File: config.mk
export PLATFORM = sky130hd
export DESIGN_NAME = atomic_offload_dispatch
export DESIGN_NICKNAME = d
export VERILOG_FILES = /design/src/rtl/aod_pkg.sv /design/src/rtl/aod_region_match.sv /design/src/rtl/aod_tag_pool.sv /design/src/rtl/aod_flit_pack.sv /design/src/rtl/atomic_offload_dispatch.sv
export SDC_FILE = /design/constraint.sdc
export NUM_CORES = 1
export LEC_CHECK = 0
export BUFFER_PORTS_ARGS = -buffer_cell sky130_fd_sc_hd__buf_2
export CAP_MARGIN = 20
export CORE_AREA = 2 2 246 248
export CTS_BUF_LIST = sky130_fd_sc_hd__clkbuf_8
export CTS_CLUSTER_DIAMETER = 150
export DETAILED_ROUTE_END_ITERATION = 12
export DIE_AREA = 0 0 248 250
export GPL_TIMING_DRIVEN = 0
export SYNTH_ARGS = -nofsm -noshare
export SYNTH_HDL_FRONTEND = slang
export SYNTH_SLANG_ARGS = --single-unit
File: constraint.sdc
create_clock -name clk -period 3.23 [get_ports clk]
set_input_delay 0.4845 -clock clk [delete_from_list [all_inputs] [get_ports clk]]
set_output_delay 0.4845 -clock clk [all_outputs]
set_load 0.03 [all_outputs]
File: src/rtl/aod_pkg.sv
`timescale 1ns/1ps
package aod_pkg;
    localparam int FLIT_W     = 128;
    localparam int OPC_W      = 3;
    localparam logic [OPC_W-1:0] OPC_CAS  = 3'd0;
    localparam logic [OPC_W-1:0] OPC_FADD = 3'd1;
    // flit field positions shared with the memory side
    localparam int F_OPC_LSB  = 0;
    localparam int F_TAG_LSB  = 8;
    localparam int F_OK_BIT   = 16;
    localparam int F_ADDR_LSB = 64;
    localparam int F_OPB_LSB  = 64;

    typedef enum logic [1:0] {
        PH_IDLE = 2'd0,
        PH_HEAD = 2'd1,
        PH_BODY = 2'd2
    } phase_e;
endpackage

File: src/rtl/aod_region_match.sv
`timescale 1ns/1ps
module aod_region_match #(
    parameter int AW = 32
) (
    input  logic [AW-1:0] lo,
    input  logic [AW-1:0] hi,
    input  logic [AW-1:0] addr,
    output logic          hit
);
    always_comb begin
        hit = (addr >= lo) && (addr < hi);
    end
endmodule

File: src/rtl/aod_tag_pool.sv
`timescale 1ns/1ps
module aod_tag_pool #(
    parameter int NTAG = 8,
    parameter int TW   = 3
) (
    input  logic            clk,
    input  logic            rst_n,
    input  logic            grab,
    output logic [TW-1:0]   grab_tag,
    input  logic            drop_en,
    input  logic [TW-1:0]   drop_tag,
    output logic            drop_hit,
    output logic [NTAG-1:0] busy
);
    logic [NTAG-1:0] busy_d, busy_q;
    logic            any_free;

    always_comb begin
        any_free = 1'b0;
        grab_tag = '0;
        // scan downward so the lowest free index wins
        for (int i = NTAG - 1; i >= 0; i--) begin
            if (!busy_q[i]) begin
                any_free = 1'b1;
                grab_tag = TW'(i);
            end
        end
        drop_hit = drop_en && busy_q[drop_tag];
        busy_d   = busy_q;
        if (drop_hit) busy_d[drop_tag] = 1'b0;
        if (grab && any_free) busy_d[grab_tag] = 1'b1;
        busy = busy_q;
    end

    always_ff @(posedge clk) begin
        if (!rst_n) busy_q <= '0;
        else        busy_q <= busy_d;
    end
endmodule

File: src/rtl/aod_flit_pack.sv
`timescale 1ns/1ps
module aod_flit_pack
    import aod_pkg::*;
#(
    parameter int AW = 32,
    parameter int DW = 64,
    parameter int TW = 3
) (
    input  phase_e            phase,
    input  logic [OPC_W-1:0]  opc,
    input  logic [TW-1:0]     tag,
    input  logic [AW-1:0]     addr,
    input  logic [DW-1:0]     opa,
    input  logic [DW-1:0]     opb,
    output logic [FLIT_W-1:0] flit
);
    // AW and DW must not exceed 64
    always_comb begin
        flit = '0;
        if (phase == PH_HEAD) begin
            flit[F_OPC_LSB +: OPC_W] = opc;
            flit[F_TAG_LSB +: TW]    = tag;
            flit[F_ADDR_LSB +: AW]   = addr;
        end else if (phase == PH_BODY) begin
            flit[0 +: DW]          = opa;
            flit[F_OPB_LSB +: DW]  = opb;
        end
    end
endmodule

File: src/rtl/atomic_offload_dispatch.sv
`timescale 1ns/1ps
module atomic_offload_dispatch
    import aod_pkg::*;
#(
    parameter int AW   = 32,
    parameter int DW   = 64,
    parameter int NTAG = 8
) (
    input  logic                     clk,
    input  logic                     rst_n,
    input  logic                     cfg_we,
    input  logic                     cfg_sel,
    input  logic [AW-1:0]            cfg_wdata,
    input  logic                     req_valid,
    output logic                     req_ready,
    input  logic                     req_atomic,
    input  logic [2:0]               req_opc,
    input  logic [AW-1:0]            req_addr,
    input  logic [DW-1:0]            req_opa,
    input  logic [DW-1:0]            req_opb,
    output logic [$clog2(NTAG)-1:0]  req_tag,
    output logic                     cache_valid,
    input  logic                     cache_ready,
    output logic                     cache_atomic,
    output logic [2:0]               cache_opc,
    output logic [AW-1:0]            cache_addr,
    output logic [DW-1:0]            cache_opa,
    output logic [DW-1:0]            cache_opb,
    output logic                     lnk_valid,
    input  logic                     lnk_ready,
    output logic [127:0]             lnk_flit,
    input  logic                     ack_valid,
    input  logic [127:0]             ack_flit,
    output logic                     cpl_valid,
    output logic [$clog2(NTAG)-1:0]  cpl_tag,
    output logic                     cpl_ok
);
    localparam int TW = $clog2(NTAG);

    typedef struct packed {
        phase_e            phase;
        logic [TW-1:0]     tag;
        logic [OPC_W-1:0]  opc;
        logic [AW-1:0]     addr;
        logic [DW-1:0]     opa;
        logic [DW-1:0]     opb;
        logic [AW-1:0]     lo;
        logic [AW-1:0]     hi;
        logic              cpl_v;
        logic [TW-1:0]     cpl_t;
        logic              cpl_s;
    } state_t;

    state_t st_d, st_q;

    logic            in_window;
    logic            offload_kind;
    logic            to_link;
    logic            take;
    logic [TW-1:0]   free_tag;
    logic [TW-1:0]   ack_tag;
    logic            ack_match;
    logic [NTAG-1:0] tag_busy;
    logic            tag_avail;
    phase_e          cur_phase;
    logic            unused_ack;

    aod_region_match #(.AW(AW)) u_region (
        .lo   (st_q.lo),
        .hi   (st_q.hi),
        .addr (req_addr),
        .hit  (in_window)
    );

    aod_tag_pool #(.NTAG(NTAG), .TW(TW)) u_pool (
        .clk      (clk),
        .rst_n    (rst_n),
        .grab     (take),
        .grab_tag (free_tag),
        .drop_en  (ack_valid),
        .drop_tag (ack_tag),
        .drop_hit (ack_match),
        .busy     (tag_busy)
    );

    aod_flit_pack #(.AW(AW), .DW(DW), .TW(TW)) u_pack (
        .phase (st_q.phase),
        .opc   (st_q.opc),
        .tag   (st_q.tag),
        .addr  (st_q.addr),
        .opa   (st_q.opa),
        .opb   (st_q.opb),
        .flit  (lnk_flit)
    );

    always_comb begin
        cur_phase    = st_q.phase;
        tag_avail    = ~&tag_busy;
        ack_tag      = ack_flit[F_TAG_LSB +: TW];
        unused_ack   = ^ack_flit;
        offload_kind = req_atomic && ((req_opc == OPC_CAS) || (req_opc == OPC_FADD));
        to_link      = offload_kind && in_window;

        cache_valid  = req_valid && !to_link;
        cache_atomic = req_atomic;
        cache_opc    = req_opc;
        cache_addr   = req_addr;
        cache_opa    = req_opa;
        cache_opb    = req_opb;

        req_ready    = to_link ? ((cur_phase == PH_IDLE) && tag_avail) : cache_ready;
        take         = req_valid && req_ready && to_link;
        req_tag      = free_tag;
        lnk_valid    = (cur_phase != PH_IDLE);

        cpl_valid    = st_q.cpl_v;
        cpl_tag      = st_q.cpl_t;
        cpl_ok       = st_q.cpl_s;

        st_d         = st_q;
        st_d.cpl_v   = ack_match;
        st_d.cpl_t   = ack_tag;
        st_d.cpl_s   = ack_flit[F_OK_BIT];

        if (cfg_we) begin
            if (cfg_sel) st_d.hi = cfg_wdata;
            else         st_d.lo = cfg_wdata;
        end

        unique case (cur_phase)
            PH_IDLE: begin
                if (take) begin
                    st_d.phase = PH_HEAD;
                    st_d.tag   = free_tag;
                    st_d.opc   = req_opc;
                    st_d.addr  = req_addr;
                    st_d.opa   = req_opa;
                    st_d.opb   = req_opb;
                end
            end
            PH_HEAD: if (lnk_ready) st_d.phase = PH_BODY;
            PH_BODY: if (lnk_ready) st_d.phase = PH_IDLE;
            default: st_d.phase = PH_IDLE;
        endcase
    end

    always_ff @(posedge clk) begin
        if (!rst_n) st_q <= '0;
        else        st_q <= st_d;
    end
endmodule

==> results.json <==
{
  "die_y_um": 250,
  "hold_class": "in -> reg",
  "crit_family": "simple AND/OR/NAND/NOR gates",
  "fin_crit_ns": 3.30,
  "drive_above_1_share_pct": 37.2,
  "ys.warnings.count": 0,
  "leakagePower_nw": 8.20,
  "synth-edff-count": 0,
  "p_sw_share_pct": 29.5,
  "required_ns": 2.75,
  "placement_rows": 90,
  "layout_commonest_cell": "buf_2",
  "hold_end": "cpl_ok",
  "setup.worst_path.start_class": "register",
  "async_reset_ff_share_pct": 0,
  "initial_core_util_pct": 22.8,
  "io_pins": 635,
  "r2r_cells": 11,
  "port_buffers": 509,
  "clkTransAtPathRegs_ns": 0.06,
  "syn_inst": 1628,
  "seq_area_frac_synth_pct": 36.2,
  "cts_buffers": 47,
  "period_share_pct": 102,
  "drv_cap": 0,
  "grt_overflow_total": 0,
  "cts_tree": "yes",
  "hold_path.startpoint": "ack_flit[16]",
  "skew_ns": 0.0473,
  "grt_pass1_wl_mm": 72.4,
  "synth_top_area_share_pct": 36.2,
  "peakVddDrop_mv": 0.225,
  "min_path_cells": 2,
  "fmax_ghz": 0.303,
  "use_met1_pct": 19.5,
  "clk_latency_ns": 0.62,
  "critical_path.cell_chain": "inv_2, ha_4, or4b_4, a221oi_4, nand3_2, a211oi_2, nand2_2, mux2_4, buf_6",
  "final_nets": 2587,
  "power.total_w": 0.00761,
  "core_um2": 59600,
  "firstDrtPassIters": 5,
  "area_growth_pct": 35.7,
  "power_frac_comb_pct": 16.5,
  "rsz0062_at_grt": "yes",
  "synth_area_leader_cell": "dfxtp_1",
  "use_met2_pct": 26.2,
  "layout_common_cells": "buf_2 (508), nand2_1 (488), dfxtp_1 (238), buf_4 (174), mux2i_1 (164)",
  "vias": 12500,
  "setup-tns-final_ns": -0.0739,
  "outcome": "complete, but fails checks",
  "synth_ff_type": "dfxtp_1",
  "arrival_ns": 2.82,
  "cpPeakStageDelay_ns": 0.54,
  "avgSynthCellArea_um2": 8.33,
  "cts.sinks": 245,
  "finalHoldViolations": 0,
  "ys_ff_latch": 245,
  "place_inst": 2922,
  "grt.total_usage_pct": 15.7,
  "antenna_found_initial": 14,
  "powerDensity_nw_per_um2": 414,
  "hold_buffers": 0,
  "die_area_um2": 62000,
  "grt_util_met3_pct": 3.74,
  "sequentialPowerShare_pct": 40.8,
  "synth.top_cells.by_area": "dfxtp_1 (36%), nand2_1 (14%), mux2i_1 (12%)",
  "worst_pin_slew_ns": 0.860,
  "grt_pass1_vias": 11600,
  "die_w_um": 248,
  "drc": 0,
  "viasPerCell": 4.14,
  "r2r_setup_slack_ns": 0.29,
  "r2r-start": "st_q[36]",
  "timing.final.ws_setup_ns": -0.0739,
  "post_drt_wl_per_cell_um": 16.9,
  "htreeDepth": 2,
  "gp_congestion": 0.905,
  "grt_busiest_layer": "met2",
  "slew_headroom_pct": 42.7,
  "drt_iter0_markers": 479,
  "final_cells": 3016,
  "pwr-share-clk_pct": 42.7,
  "critPathMaxFanout": 2,
  "routed_wl_mm": 50.9,
  "dp_hpwl_mm": 41.6,
  "violations": "negative setup slack",
  "nFillCells": 6356,
  "synthesis.area_um2": 13600,
  "cts_root_buf": "clkbuf_8",
  "setup_viol_count_final": 1,
  "cp-end-kind": "output pin",
  "hold_slack_ns": 0.101,
  "critPathKind": "reg -> out",
  "maxSlewViolCount": 0,
  "r2r_end": "st_q[78]",
  "final_util_pct": 30.9,
  "syn-num-nets": 2023,
  "switching_power_w": 0.00224,
  "critPathSlowestCell": "or4b_4",
  "grt_max_degree": 12,
  "ys_types": 44,
  "ctsLongestPathBuffers": 3,
  "intPower_w": 0.00537,
  "path_buf_inv": 2,
  "antenna_left": 0
}
[worst reg2reg max path: stages (launching register included)]
cell      delay, ns
dfxtp_2        0.33
inv_2          0.04
ha_4           0.15
or4b_4         0.54
a221oi_4       0.22
nand4b_1       0.15
a211oi_2       0.43
and2_1         0.19
buf_4          0.16
buf_12         0.22
buf_12         0.20
mux2i_1        0.20
[stage by stage]
stage | worst slack (ns) | instance area (um^2)
final | -0.0739 | 18400
after global routing | -0.255 | 18400
after CTS | -0.129 | 18200
after detailed placement | -0.303 | 17100
after global placement | -0.289 | 17100
after floorplan | 0.530 | 13600
[registers in the layout, summed over array words and instances (netlist names)]
signal,cells
cpl_ok,1
cpl_tag,3
cpl_valid,1
cur_phase,2
st_q,230
u_pool.busy,8
[area by class of cell]
class | instances | area (um^2) | share of cell area (%)
flip-flops and latches | 245 | 4910 | 26.7
plain buffers | 264 | 1850 | 10.0
repair buffers | 515 | 2630 | 14.3
multi-input cells | 1050 | 6770 | 36.8
clock inverters | 24 | 136 | 0.741
clock buffers | 62 | 853 | 4.64
diodes | 5 | 12.5 | 0.0680
well taps | 782 | 978 | 5.32
inverters | 69 | 259 | 1.41
[cell usage after synthesis (2+ instances only)]
master / number
a21boi_0: 67
mux2i_1: 164
a21oi_1: 24
nor3_1: 6
nor2b_1: 9
o21ai_1: 3
and2_1: 99
ha_1: 63
nor2_1: 11
nand2_1: 490
mux4_2: 2
a22o_1: 39
a31oi_1: 2
o311a_1: 2
nand2b_1: 7
o21ai_0: 16
buf_4: 171
buf_6: 4
clkbuf_1: 75
buf_1: 3
buf_12: 11
a31o_2: 3
a2111oi_0: 2
nand3_1: 5
and3_1: 4
nand4_1: 7
a211oi_1: 3
inv_1: 69
nand4b_1: 2
o311ai_0: 2
a41oi_1: 2
a21o_1: 3
dfxtp_1: 245
o31ai_1: 3
[routing by layer]
metal  share of wire [%]  up-vias
met1                  44     5688
met5                0.12        -
met3                 6.8       92
met2                  46      400
met4                 3.1       10
li1                    -     6285
[cell families (layout without fill, tap and decap cells)]
logic type / Yosys count / in the layout / synth area share, %
DFF: 245 / 245 / 36.2
adders and majority gates: 63 / 63 / 5.81
AOI/OAI and AO/OA: 176 / 176 / 9.54
muxes: 167 / 167 / 12.5
other: 0 / 5 / 0
and+or+nand+nor: 644 / 644 / 20.5
buffers and inverters: 333 / 934 / 15.5
[worst max path at each step]
| stage | cells after the start | start | end | slack [ns] |
|---|---|---|---|---|
| floorplan | 8 | req_addr[17] | req_ready | 0.53 |
| global placement | 10 | req_addr[2] | req_ready | -0.29 |
| detailed placement | 10 | req_addr[2] | req_ready | -0.30 |
| CTS | 10 | st_q[42] | req_ready | -0.13 |
| global route | 9 | st_q[32] | req_ready | -0.26 |
| finish | 9 | st_q[36] | req_ready | -0.07 |
[what timing repair did]
action,CTS,global route
hold endpoints to repair,0,0
setup endpoints to repair,93,12
pin swaps,8,15
resized for setup,30,28
setup buffers,1,2
[power by group through the flow]
stage / logic [W] / clock network, W / registers [W]
floorplan: 0.000750 / 0 / 0.00317
global placement: 0.00122 / 0 / 0.00317
detailed placement: 0.00123 / 0 / 0.00317
CTS: 0.00125 / 0.00339 / 0.00311
global route: 0.00138 / 0.00348 / 0.00311
finish: 0.00125 / 0.00325 / 0.00311
Power figures use the tool's default switching activity.
